==> src/rtl/lsr_pkg.sv <==
package lsr_pkg;

  // Error tag kept beside every stored receive character
  typedef struct packed {
    logic brk;
    logic ferr;
    logic perr;
  } rx_tag_t;

  // Bit positions inside the status byte
  localparam int unsigned LSR_DR   = 0;
  localparam int unsigned LSR_OE   = 1;
  localparam int unsigned LSR_PE   = 2;
  localparam int unsigned LSR_FE   = 3;
  localparam int unsigned LSR_BI   = 4;
  localparam int unsigned LSR_THRE = 5;
  localparam int unsigned LSR_TEMT = 6;
  localparam int unsigned LSR_ERR  = 7;

endpackage

==> src/rtl/lsr_mode_ctl.sv <==
module lsr_mode_ctl (
  input  logic clk,
  input  logic rst_n,
  input  logic fifo_mode_i,
  output logic fifo_mode_o,
  output logic flush_o
);

  logic mode_q;

  always_ff @(posedge clk or negedge rst_n) begin
    if (!rst_n) mode_q <= 1'b0;
    else        mode_q <= fifo_mode_i;
  end

  assign fifo_mode_o = fifo_mode_i;
  assign flush_o     = fifo_mode_i ^ mode_q;

endmodule

==> src/rtl/lsr_rx_tags.sv <==
module lsr_rx_tags
  import lsr_pkg::*;
#(
  parameter int unsigned DEPTH = 16
) (
  input  logic    clk,
  input  logic    rst_n,
  input  logic    fifo_mode_i,
  input  logic    flush_i,
  input  logic    push_i,
  input  rx_tag_t tag_i,
  input  logic    pop_i,
  input  logic    lsr_rd_i,
  output logic    ready_o,
  output logic    overrun_o,
  output rx_tag_t head_o,
  output logic    any_err_o
);

  localparam int unsigned PTR_W = (DEPTH > 1) ? $clog2(DEPTH) : 1;
  localparam int unsigned CNT_W = $clog2(DEPTH + 1);
  localparam logic [PTR_W-1:0] LAST = PTR_W'(DEPTH - 1);

  rx_tag_t          mem [DEPTH];
  logic [PTR_W-1:0] rd_ptr, wr_ptr;
  logic [CNT_W-1:0] cnt, err_cnt, cap;
  logic             brk_hold, ovr;
  logic             pop_ok, room, drop_brk, acc, ovr_set;
  logic             head_tagged, push_tagged;
  rx_tag_t          head;

  function automatic logic [PTR_W-1:0] bump(input logic [PTR_W-1:0] p);
    return (p == LAST) ? '0 : p + 1'b1;
  endfunction

  assign cap         = fifo_mode_i ? CNT_W'(DEPTH) : CNT_W'(1);
  assign pop_ok      = pop_i & (cnt != '0) & ~flush_i;
  assign room        = (cnt < cap) | pop_ok;
  assign drop_brk    = fifo_mode_i & brk_hold & push_i & tag_i.brk;
  assign acc         = push_i & ~drop_brk & room & ~flush_i;
  assign ovr_set     = push_i & ~drop_brk & ~room & ~flush_i;
  assign head        = mem[rd_ptr];
  assign head_tagged = |head;
  assign push_tagged = |tag_i;

  always_ff @(posedge clk) begin
    if (acc) mem[wr_ptr] <= tag_i;
  end

  always_ff @(posedge clk or negedge rst_n) begin
    if (!rst_n) begin
      rd_ptr   <= '0;
      wr_ptr   <= '0;
      cnt      <= '0;
      err_cnt  <= '0;
      brk_hold <= 1'b0;
    end else if (flush_i) begin
      rd_ptr   <= '0;
      wr_ptr   <= '0;
      cnt      <= '0;
      err_cnt  <= '0;
      brk_hold <= 1'b0;
    end else begin
      if (acc)    wr_ptr <= bump(wr_ptr);
      if (pop_ok) rd_ptr <= bump(rd_ptr);
      case ({acc, pop_ok})
        2'b10:   cnt <= cnt + 1'b1;
        2'b01:   cnt <= cnt - 1'b1;
        default: cnt <= cnt;
      endcase
      case ({acc & push_tagged, pop_ok & head_tagged})
        2'b10:   err_cnt <= err_cnt + 1'b1;
        2'b01:   err_cnt <= err_cnt - 1'b1;
        default: err_cnt <= err_cnt;
      endcase
      if (push_i) brk_hold <= fifo_mode_i & tag_i.brk & (acc | drop_brk);
    end
  end

  always_ff @(posedge clk or negedge rst_n) begin
    if (!rst_n)        ovr <= 1'b0;
    else if (ovr_set)  ovr <= 1'b1;
    else if (lsr_rd_i) ovr <= 1'b0;
  end

  assign ready_o   = (cnt != '0);
  assign overrun_o = ovr;
  assign head_o    = ready_o ? head : '0;
  assign any_err_o = (err_cnt != '0);

endmodule

==> src/rtl/lsr_tx_track.sv <==
module lsr_tx_track #(
  parameter int unsigned DEPTH = 16
) (
  input  logic clk,
  input  logic rst_n,
  input  logic fifo_mode_i,
  input  logic flush_i,
  input  logic wr_i,
  input  logic load_i,
  output logic empty_o
);

  localparam int unsigned CNT_W = $clog2(DEPTH + 1);

  logic [CNT_W-1:0] cnt, cap;
  logic             ld_ok, wr_ok;

  assign cap   = fifo_mode_i ? CNT_W'(DEPTH) : CNT_W'(1);
  assign ld_ok = load_i & (cnt != '0) & ~flush_i;
  assign wr_ok = wr_i & ((cnt < cap) | ld_ok) & ~flush_i;

  always_ff @(posedge clk or negedge rst_n) begin
    if (!rst_n)       cnt <= '0;
    else if (flush_i) cnt <= '0;
    else begin
      case ({wr_ok, ld_ok})
        2'b10:   cnt <= cnt + 1'b1;
        2'b01:   cnt <= cnt - 1'b1;
        default: cnt <= cnt;
      endcase
    end
  end

  assign empty_o = (cnt == '0);

endmodule

==> src/rtl/uart_lsr_track.sv <==
module uart_lsr_track
  import lsr_pkg::*;
#(
  parameter int unsigned DEPTH = 16
) (
  input  logic       clk,
  input  logic       rst_n,
  input  logic       fifo_mode_i,
  input  logic       thre_ie_i,
  input  logic       rx_push_i,
  input  logic       rx_perr_i,
  input  logic       rx_ferr_i,
  input  logic       rx_brk_i,
  input  logic       rx_pop_i,
  input  logic       lsr_rd_i,
  input  logic       tx_wr_i,
  input  logic       tx_load_i,
  input  logic       tx_busy_i,
  output logic [7:0] lsr_o,
  output logic       thre_irq_o
);

  logic    mode, flush;
  logic    rx_ready, rx_ovr, rx_any_err, tx_empty;
  rx_tag_t rx_tag, rx_head;

  assign rx_tag = '{brk: rx_brk_i, ferr: rx_ferr_i, perr: rx_perr_i};

  lsr_mode_ctl u_mode (
    .clk         (clk),
    .rst_n       (rst_n),
    .fifo_mode_i (fifo_mode_i),
    .fifo_mode_o (mode),
    .flush_o     (flush)
  );

  lsr_rx_tags #(.DEPTH(DEPTH)) u_rx (
    .clk         (clk),
    .rst_n       (rst_n),
    .fifo_mode_i (mode),
    .flush_i     (flush),
    .push_i      (rx_push_i),
    .tag_i       (rx_tag),
    .pop_i       (rx_pop_i),
    .lsr_rd_i    (lsr_rd_i),
    .ready_o     (rx_ready),
    .overrun_o   (rx_ovr),
    .head_o      (rx_head),
    .any_err_o   (rx_any_err)
  );

  lsr_tx_track #(.DEPTH(DEPTH)) u_tx (
    .clk         (clk),
    .rst_n       (rst_n),
    .fifo_mode_i (mode),
    .flush_i     (flush),
    .wr_i        (tx_wr_i),
    .load_i      (tx_load_i),
    .empty_o     (tx_empty)
  );

  always_comb begin
    lsr_o           = '0;
    lsr_o[LSR_DR]   = rx_ready;
    lsr_o[LSR_OE]   = rx_ovr;
    lsr_o[LSR_PE]   = rx_head.perr;
    lsr_o[LSR_FE]   = rx_head.ferr;
    lsr_o[LSR_BI]   = rx_head.brk;
    lsr_o[LSR_THRE] = tx_empty;
    lsr_o[LSR_TEMT] = tx_empty & ~tx_busy_i;
    lsr_o[LSR_ERR]  = rx_any_err;
  end

  assign thre_irq_o = thre_ie_i & tx_empty;

endmodule

==> config.mk <==
export PLATFORM = sky130hd
export DESIGN_NAME = uart_lsr_track
export DESIGN_NICKNAME = d
export VERILOG_FILES = /design/src/rtl/lsr_pkg.sv /design/src/rtl/lsr_mode_ctl.sv /design/src/rtl/lsr_rx_tags.sv /design/src/rtl/lsr_tx_track.sv /design/src/rtl/uart_lsr_track.sv
export SDC_FILE = /design/constraint.sdc
export NUM_CORES = 1
export LEC_CHECK = 0
export BUFFER_PORTS_ARGS = -buffer_cell sky130_fd_sc_hd__buf_4
export CAP_MARGIN = 20
export CORE_ASPECT_RATIO = 1.2
export CORE_UTILIZATION = 48
export CTS_BUF_LIST = sky130_fd_sc_hd__clkbuf_8
export DETAILED_ROUTE_END_ITERATION = 12
export PLACE_DENSITY = 0.65
export SLEW_MARGIN = 20
export SYNTH_ARGS = -nofsm -noshare
export SYNTH_HDL_FRONTEND = slang
export SYNTH_SLANG_ARGS = --single-unit
==> constraint.sdc <==
create_clock -name clk -period 7.7 [get_ports clk]
set_clock_uncertainty 0.05 [all_clocks]
set_input_delay 1.54 -clock clk [delete_from_list [all_inputs] [get_ports clk]]
set_output_delay 1.54 -clock clk [all_outputs]
set_load 0.05 [all_outputs]
==> results of run 1 <==
[cell type report]
| class | instances | area share (%) |
|---|---|---|
| repair buffers | 22 | 3.87 |
| multi-input cells | 220 | 37.8 |
| well taps | 92 | 2.70 |
| flip-flops and latches | 74 | 49.1 |
| inverters | 23 | 2.03 |
| clock buffers | 9 | 2.91 |
| clock inverters | 7 | 1.61 |
[sequential cells by signal, indices dropped and copies added (netlist names)]
name / cells
u_rx.mem: 48
u_rx.wr_ptr: 4
u_rx.brk_hold: 1
u_mode.mode_q: 1
u_rx.cnt: 5
u_rx.rd_ptr: 4
u_rx.overrun_o: 1
u_rx.err_cnt: 5
u_tx.cnt: 5
[cell usage after synthesis (7+ instances only)]
cell / number
edfxtp_1: 48
nand2_1: 25
o21ai_0: 14
a21oi_1: 19
nor3_1: 10
nor2_1: 36
mux2i_1: 17
a21o_1: 7
dfrtp_1: 26
xnor2_1: 8
inv_1: 23
ha_1: 16
[report_power, final]
part | leakage, nW | switching (mW) | internal [mW]
clock | 0.0954 | 0.144 | 0.149
combinational | 0.805 | 0.354 | 0.216
sequential | 0.782 | 0.0620 | 0.464
[worst register-to-register path, stage by stage, from the launching register on]
cell	delay, ns
dfrtp_2	0.78
mux4_2	0.63
a22oi_2	0.24
nand4_2	0.19
o2111ai_1	0.39
inv_1	0.15
ha_1	0.35
a21o_1	0.19
a21oi_1	0.21
o2111ai_1	0.17
o2bb2ai_1	0.21
a32o_1	0.14
[worst paths after layout]
path                                    to  cells past startpoint  slack (ns)      startpoint
setup / recovery                  lsr_o[3]                      5        3.64  u_rx.rd_ptr[0]
hold / removal               u_rx.brk_hold                      2        0.49   u_rx.brk_hold
setup reg to reg           u_rx.err_cnt[4]                     11        3.95  u_rx.rd_ptr[0]
hold reg to reg              u_rx.brk_hold                      2        0.49   u_rx.brk_hold
max in group asynchronous   u_rx.rd_ptr[0]                      1        6.26           rst_n
min in group asynchronous      u_rx.cnt[1]                      1        1.05           rst_n
[per-stage QoR]
stage | utilization (%) | area, µm² | std cells
3_5_place_dp | 52.5 | 4070 | 431
6_report | 55.0 | 4260 | 447
5_1_grt | 55.0 | 4260 | 447
4_1_cts | 55.0 | 4260 | 447
2_1_floorplan | - | 3880 | 333
3_3_place_gp | 52.5 | 4070 | 431
[layer usage]
metal  share of wire [%]  wire length (µm)
met4                 1.7               121
met5                   0                 0
met2                  50              3660
met1                  44              3200
met3                 4.3               317
[placed cells by master, fill, tap and decap left out, types with 8 or more instances in the layout]
cell / Yosys / layout
inv_1: 23 / 23
mux2i_1: 17 / 17
edfxtp_1: 48 / 48
nand2_1: 25 / 25
clkbuf_8: 0 / 9
nor3_1: 10 / 10
ha_1: 16 / 16
nor2_1: 36 / 36
xnor2_1: 8 / 8
o21ai_0: 14 / 14
buf_4: 5 / 22
a21oi_1: 19 / 19
dfrtp_1: 26 / 25
[logic make-up after synthesis]
kind of cell / synth area share, %
AOI/OAI and AO/OA: 11.8
xor gates and xnor gates: 3.16
adders and majority gates: 6.70
buffers and inverters: 4.86
DFF: 53.9
muxes: 7.86
and+or+nand+nor: 11.8
==> flow_summary.toml, run 1 <==
[floorplan]
die_x_um = 84.1
rows = 35
die_h_um = 101
die_area_um2 = 8460
io_pins = 22
coreArea_um2 = 7750
start_util_pct = 50.1

[worst_setup_path]
critPathLaunchType = "flip-flop"
cp_num_buf_inv = 1
endpoint_kind = "output pin"
critPathRequiredTime_ns = 6.11
cp_max_fo = 23
max_stage_delay_ns = 0.78
crit_chain = "mux2i_1 -> a221oi_1 -> o21ai_0 -> a21oi_1 -> buf_4"
cp.arrival_ns = 2.47
critical_path.slowest_cell = "dfrtp_2"
critical_path_class = "flip-flop to output pin"
critical-path-top-delay-family = "compound AO/OA/AOI/OAI gates"

[global_route]
grt-ovfl-total = 0
grt_usage_pct = 18.9
grt_pass1_wl_um = 12200
grt_max_degree = 27
use_met3_pct = 4.75
grt_pass1_vias = 2523
use_met2_pct = 33.4
use_met1_pct = 23.0
gr-max-usage-layer = "met2"
grt_antenna_before_repair = 0

[clocking]
numCtsBuffers = 9
cts_tree = "built"
post_cts_buffers = 0
insertion_delay_ns = 0.34
root_buffer = "clkbuf_8"
cts_sinks = 74
htreeDepth = 3
holdBufCountCts = 0
cts_resized = 0
max-clock-path-buffers = 2
clk_pin_slew_worst_paths_ns = 0.08

[sta]
maxSlewHeadroom_pct = 38.8
slew_violations = 0
fin_setup_tns_ns = 0
finalHoldViolCount = 0
max_freq_ghz = 0.246
max_slew.worst_pin.slew_ns = 0.910
setup_viol = 0
rsz0062_at_grt = "no"
finalWorstSetupSlack_ns = 3.64
period_share_pct = 52.7
period_needed_ns = 4.06
fin_hold_ws_ns = 0.486

[synthesis]
syn_avg_cell_area_um2 = 11.7
ys_seq_area_share_pct = 53.9
syn_nets = 365
synth_largest_area_cell = "edfxtp_1"
syn_inst = 333
synth_cell_type_count = 46
synthArstFlopShare_pct = 35.1
synth_edf_count = 48
ys_ff_latch = 74
synth_ff_type = "edfxtp_1"
yosysWarnings = 0
synth_top_cells_by_area = "edfxtp_1, dfrtp_1, ha_1"
synth_area_um2 = 3880
synth.top_cell.area_share_pct = 37.1

[final_layout]
n_antenna_cell = 0
seq_area_um2 = 2090
fin_nets = 382
final_layout_size_suffix_gt1_share_pct = 14.9
multiInputGateArea_um2 = 1610
area_growth_pct = 9.76
num-fill-cells = 664

[placement]
place_ws_ns = 3.38
portBuffers = 21
gp_congestion = 0.796
hpwl_um = 5220

[detailed_routing]
viasPerCell = 5.64
drc = 2
drt.antenna.violating_nets = 0
drt_wl_total_um = 7290
wl_per_cell_um = 16.3
vias = 2522
drtIter0Drc = 126
drtPass1Iterations = 8

[power]
p_per_area_nw_per_um2 = 326
leakage_nw = 1.68
totalPowerFinal_mw = 1.39
peakVddDrop_mv = 0.249

[worst_hold_path]
hp-class = "flip-flop to flip-flop"

[run]
drv_cap = 0

[run_status]
violations = "design-rule violations"
status = "complete, but fails checks"
(Power assumes the default switching activity.)
==> run 2, diff against run 1 <==
==> constraint.sdc (replaced) <==
create_clock -name clk -period 4.2 [get_ports clk]
set_clock_uncertainty 0.05 [all_clocks]
set_input_delay 0.84 -clock clk [delete_from_list [all_inputs] [get_ports clk]]
set_output_delay 0.84 -clock clk [all_outputs]
set_load 0.05 [all_outputs]
==> run 2 against run 1 <==
Worst hold slack got worse by 0.14 ns. Clock power increased by 92%. The flow still finishes with violations (design-rule violations). Wire length increased by 5.3%. Critical path depth rose by 7. Highest routed layer unchanged. Total power is 86% higher. Die area unchanged. Critical path type is now flip-flop to flip-flop. Sequential share of layout area decreased by 0.27 points. Sequential cell count unchanged. Sequential power grew 75%.
==> flow_summary.toml, run 2 (synthesis results as in run 1) <==
[clocking]
numCtsBuffers = 9
max-clock-path-buffers = 2
insertion_delay_ns = 0.35
cts_sinks = 74
clk_pin_slew_worst_paths_ns = 0.09
holdBufCountCts = 0
htreeDepth = 3
root_buffer = "clkbuf_8"
cts_tree = "built"
cts_resized = 0
post_cts_buffers = 0

[final_layout]
final_layout_size_suffix_gt1_share_pct = 15.1
n_antenna_cell = 0
largest-register = "u_rx.mem"
fin_nets = 384
mostFrequentLayoutCells = "edfxtp_1, nor2_1, dfrtp_1"
largest_reg_flops = 48
post-route-util_pct = 55.3
area_growth_pct = 10.3
num-fill-cells = 668
layout_commonest_cell = "edfxtp_1"

[power]
peakVddDrop_mv = 0.495
p_sw_share_pct = 40.6
power_frac_comb_pct = 42.5
pwr-share-seq_pct = 35.7
p_sw_mw = 1.05
internal_power_mw = 1.53
leakage_nw = 1.69
clkPwrFrac_pct = 21.8
p_per_area_nw_per_um2 = 602

[placement]
hpwl_um = 5410
gp_congestion = 0.793
portBuffers = 21

[floorplan]
die_area_um2 = 8460
start_util_pct = 50.1
coreArea_um2 = 7750
die_h_um = 101
io_pins = 22
die_x_um = 84.1
rows = 35

[run_status]
violations = "design-rule violations"
status = "complete, but fails checks"

[detailed_routing]
drt_wl_total_um = 7680
drtPass1Iterations = 8
drc = 2
viasPerCell = 5.82
vias = 2611
wl_per_cell_um = 17.1
drt.antenna.violating_nets = 0
drtIter0Drc = 145

[global_route]
grt-ovfl-total = 0
grt_pass1_wl_um = 12800
grt_antenna_before_repair = 0
grt_max_degree = 27
grt_usage_pct = 20.0
grt_pass1_vias = 2681

[worst_setup_path]
cp_max_fo = 12
crit_chain = "nor2b_1 -> a221oi_1 -> o21ai_0 -> nand4_2 -> o2111ai_1 -> inv_1 -> ha_1 -> a21o_1 -> a21oi_1 -> o2111ai_1 -> o2bb2ai_1 -> a32o_1"
critical-path-top-delay-family = "compound AO/OA/AOI/OAI gates"
endpoint_kind = "flip-flop"
critPathMostFrequentCell = "o2111ai_1"
critical_path.slowest_cell = "dfrtp_1"
max_stage_delay_ns = 0.54
cp_num_buf_inv = 1
critPathLaunchType = "flip-flop"
cp.arrival_ns = 3.82
critPathRequiredTime_ns = 4.44
critical_path_class = "flip-flop to flip-flop"

[sta]
maxSlewHeadroom_pct = 38.2
max_freq_ghz = 0.279
fin_setup_tns_ns = 0
rsz0062_at_grt = "no"
period_share_pct = 85.3
setup_viol = 0
slew_violations = 0
finalHoldViolCount = 0
max_slew.worst_pin.slew_ns = 0.920
period_needed_ns = 3.58

[run]
drv_cap = 0

[worst_hold_path]
hp-class = "input port to asynchronous set/reset pin"
==> run 2: cell count changes in the layout (fill, tap and decap cells not counted) <==
| cell | change |
|---|---|
| dfrtp_1 | +1 |
| clkinv_4 | +1 |
| inv_6 | +1 |
| buf_4 | +2 |
| clkinv_2 | -2 |
| dfrtp_2 | -1 |
==> run 2: worst reg2reg max path, cell delays in order, from the launching register on <==
cell	delay (ns)
dfrtp_1	0.54
nor2b_1	0.40
a221oi_1	0.21
o21ai_0	0.32
nand4_2	0.22
o2111ai_1	0.40
inv_1	0.15
ha_1	0.35
a21o_1	0.19
a21oi_1	0.20
o2111ai_1	0.17
o2bb2ai_1	0.19
a32o_1	0.13
==> run 2: metal layers <==
layer	global-route usage, %	part of all wire, %
met5	0	0
met4	9.02	1.5
met3	3.19	4.6
met2	36.0	52
met1	23.7	42
==> run 2: area by class of cell <==
type,instances,area (µm²),share of cell area [%]
clock buffer,9,124,2.89
clock inverter,7,76.3,1.78
inverter,23,86.3,2.02
multi-input combinational,220,1610,37.6
sequential,74,2090,48.8
tap,92,115,2.69
timing repair buffer,24,180,4.21
==> run 2: path summary, 6_finish.rpt <==
| check | start | endpoint | slack (ns) | cells past startpoint |
|---|---|---|---|---|
| worst min register to register | u_rx.brk_hold | u_rx.brk_hold | 0.51 | 2 |
| max in group asynchronous | rst_n | u_rx.rd_ptr[3] | 3.47 | 1 |
| min in group clk | u_rx.brk_hold | u_rx.brk_hold | 0.51 | 2 |
| worst max register to register | u_rx.rd_ptr[1] | u_rx.err_cnt[4] | 0.62 | 12 |
| worst min-delay path | rst_n | u_rx.cnt[2] | 0.35 | 1 |
| worst max-delay path | u_rx.rd_ptr[1] | u_rx.err_cnt[4] | 0.62 | 12 |
==> run 2: metrics by stage <==
| step | std cells | setup WS (ns) | area (µm²) | power, mW | hold slack, ns |
|---|---|---|---|---|---|
| after floorplan | 333 | 0.779 | 3880 | 1.84 | 0.423 |
| after global placement | 433 | 0.737 | 4080 | 2.02 | 0.456 |
| after detailed placement | 433 | 0.614 | 4080 | 2.04 | 0.494 |
| after CTS | 449 | 0.623 | 4280 | 2.60 | 0.348 |
| after global routing | 449 | 0.254 | 4280 | 2.74 | 0.365 |
| final | 449 | 0.617 | 4280 | 2.58 | 0.345 |
==> run 2: power groups by stage <==
stage	registers, mW	clock network (mW)	logic, mW
CTS	0.921	0.571	1.10
global placement	0.936	0	1.08
floorplan	0.912	0	0.927
finish	0.921	0.563	1.09
detailed placement	0.936	0	1.10
global route	0.934	0.603	1.20
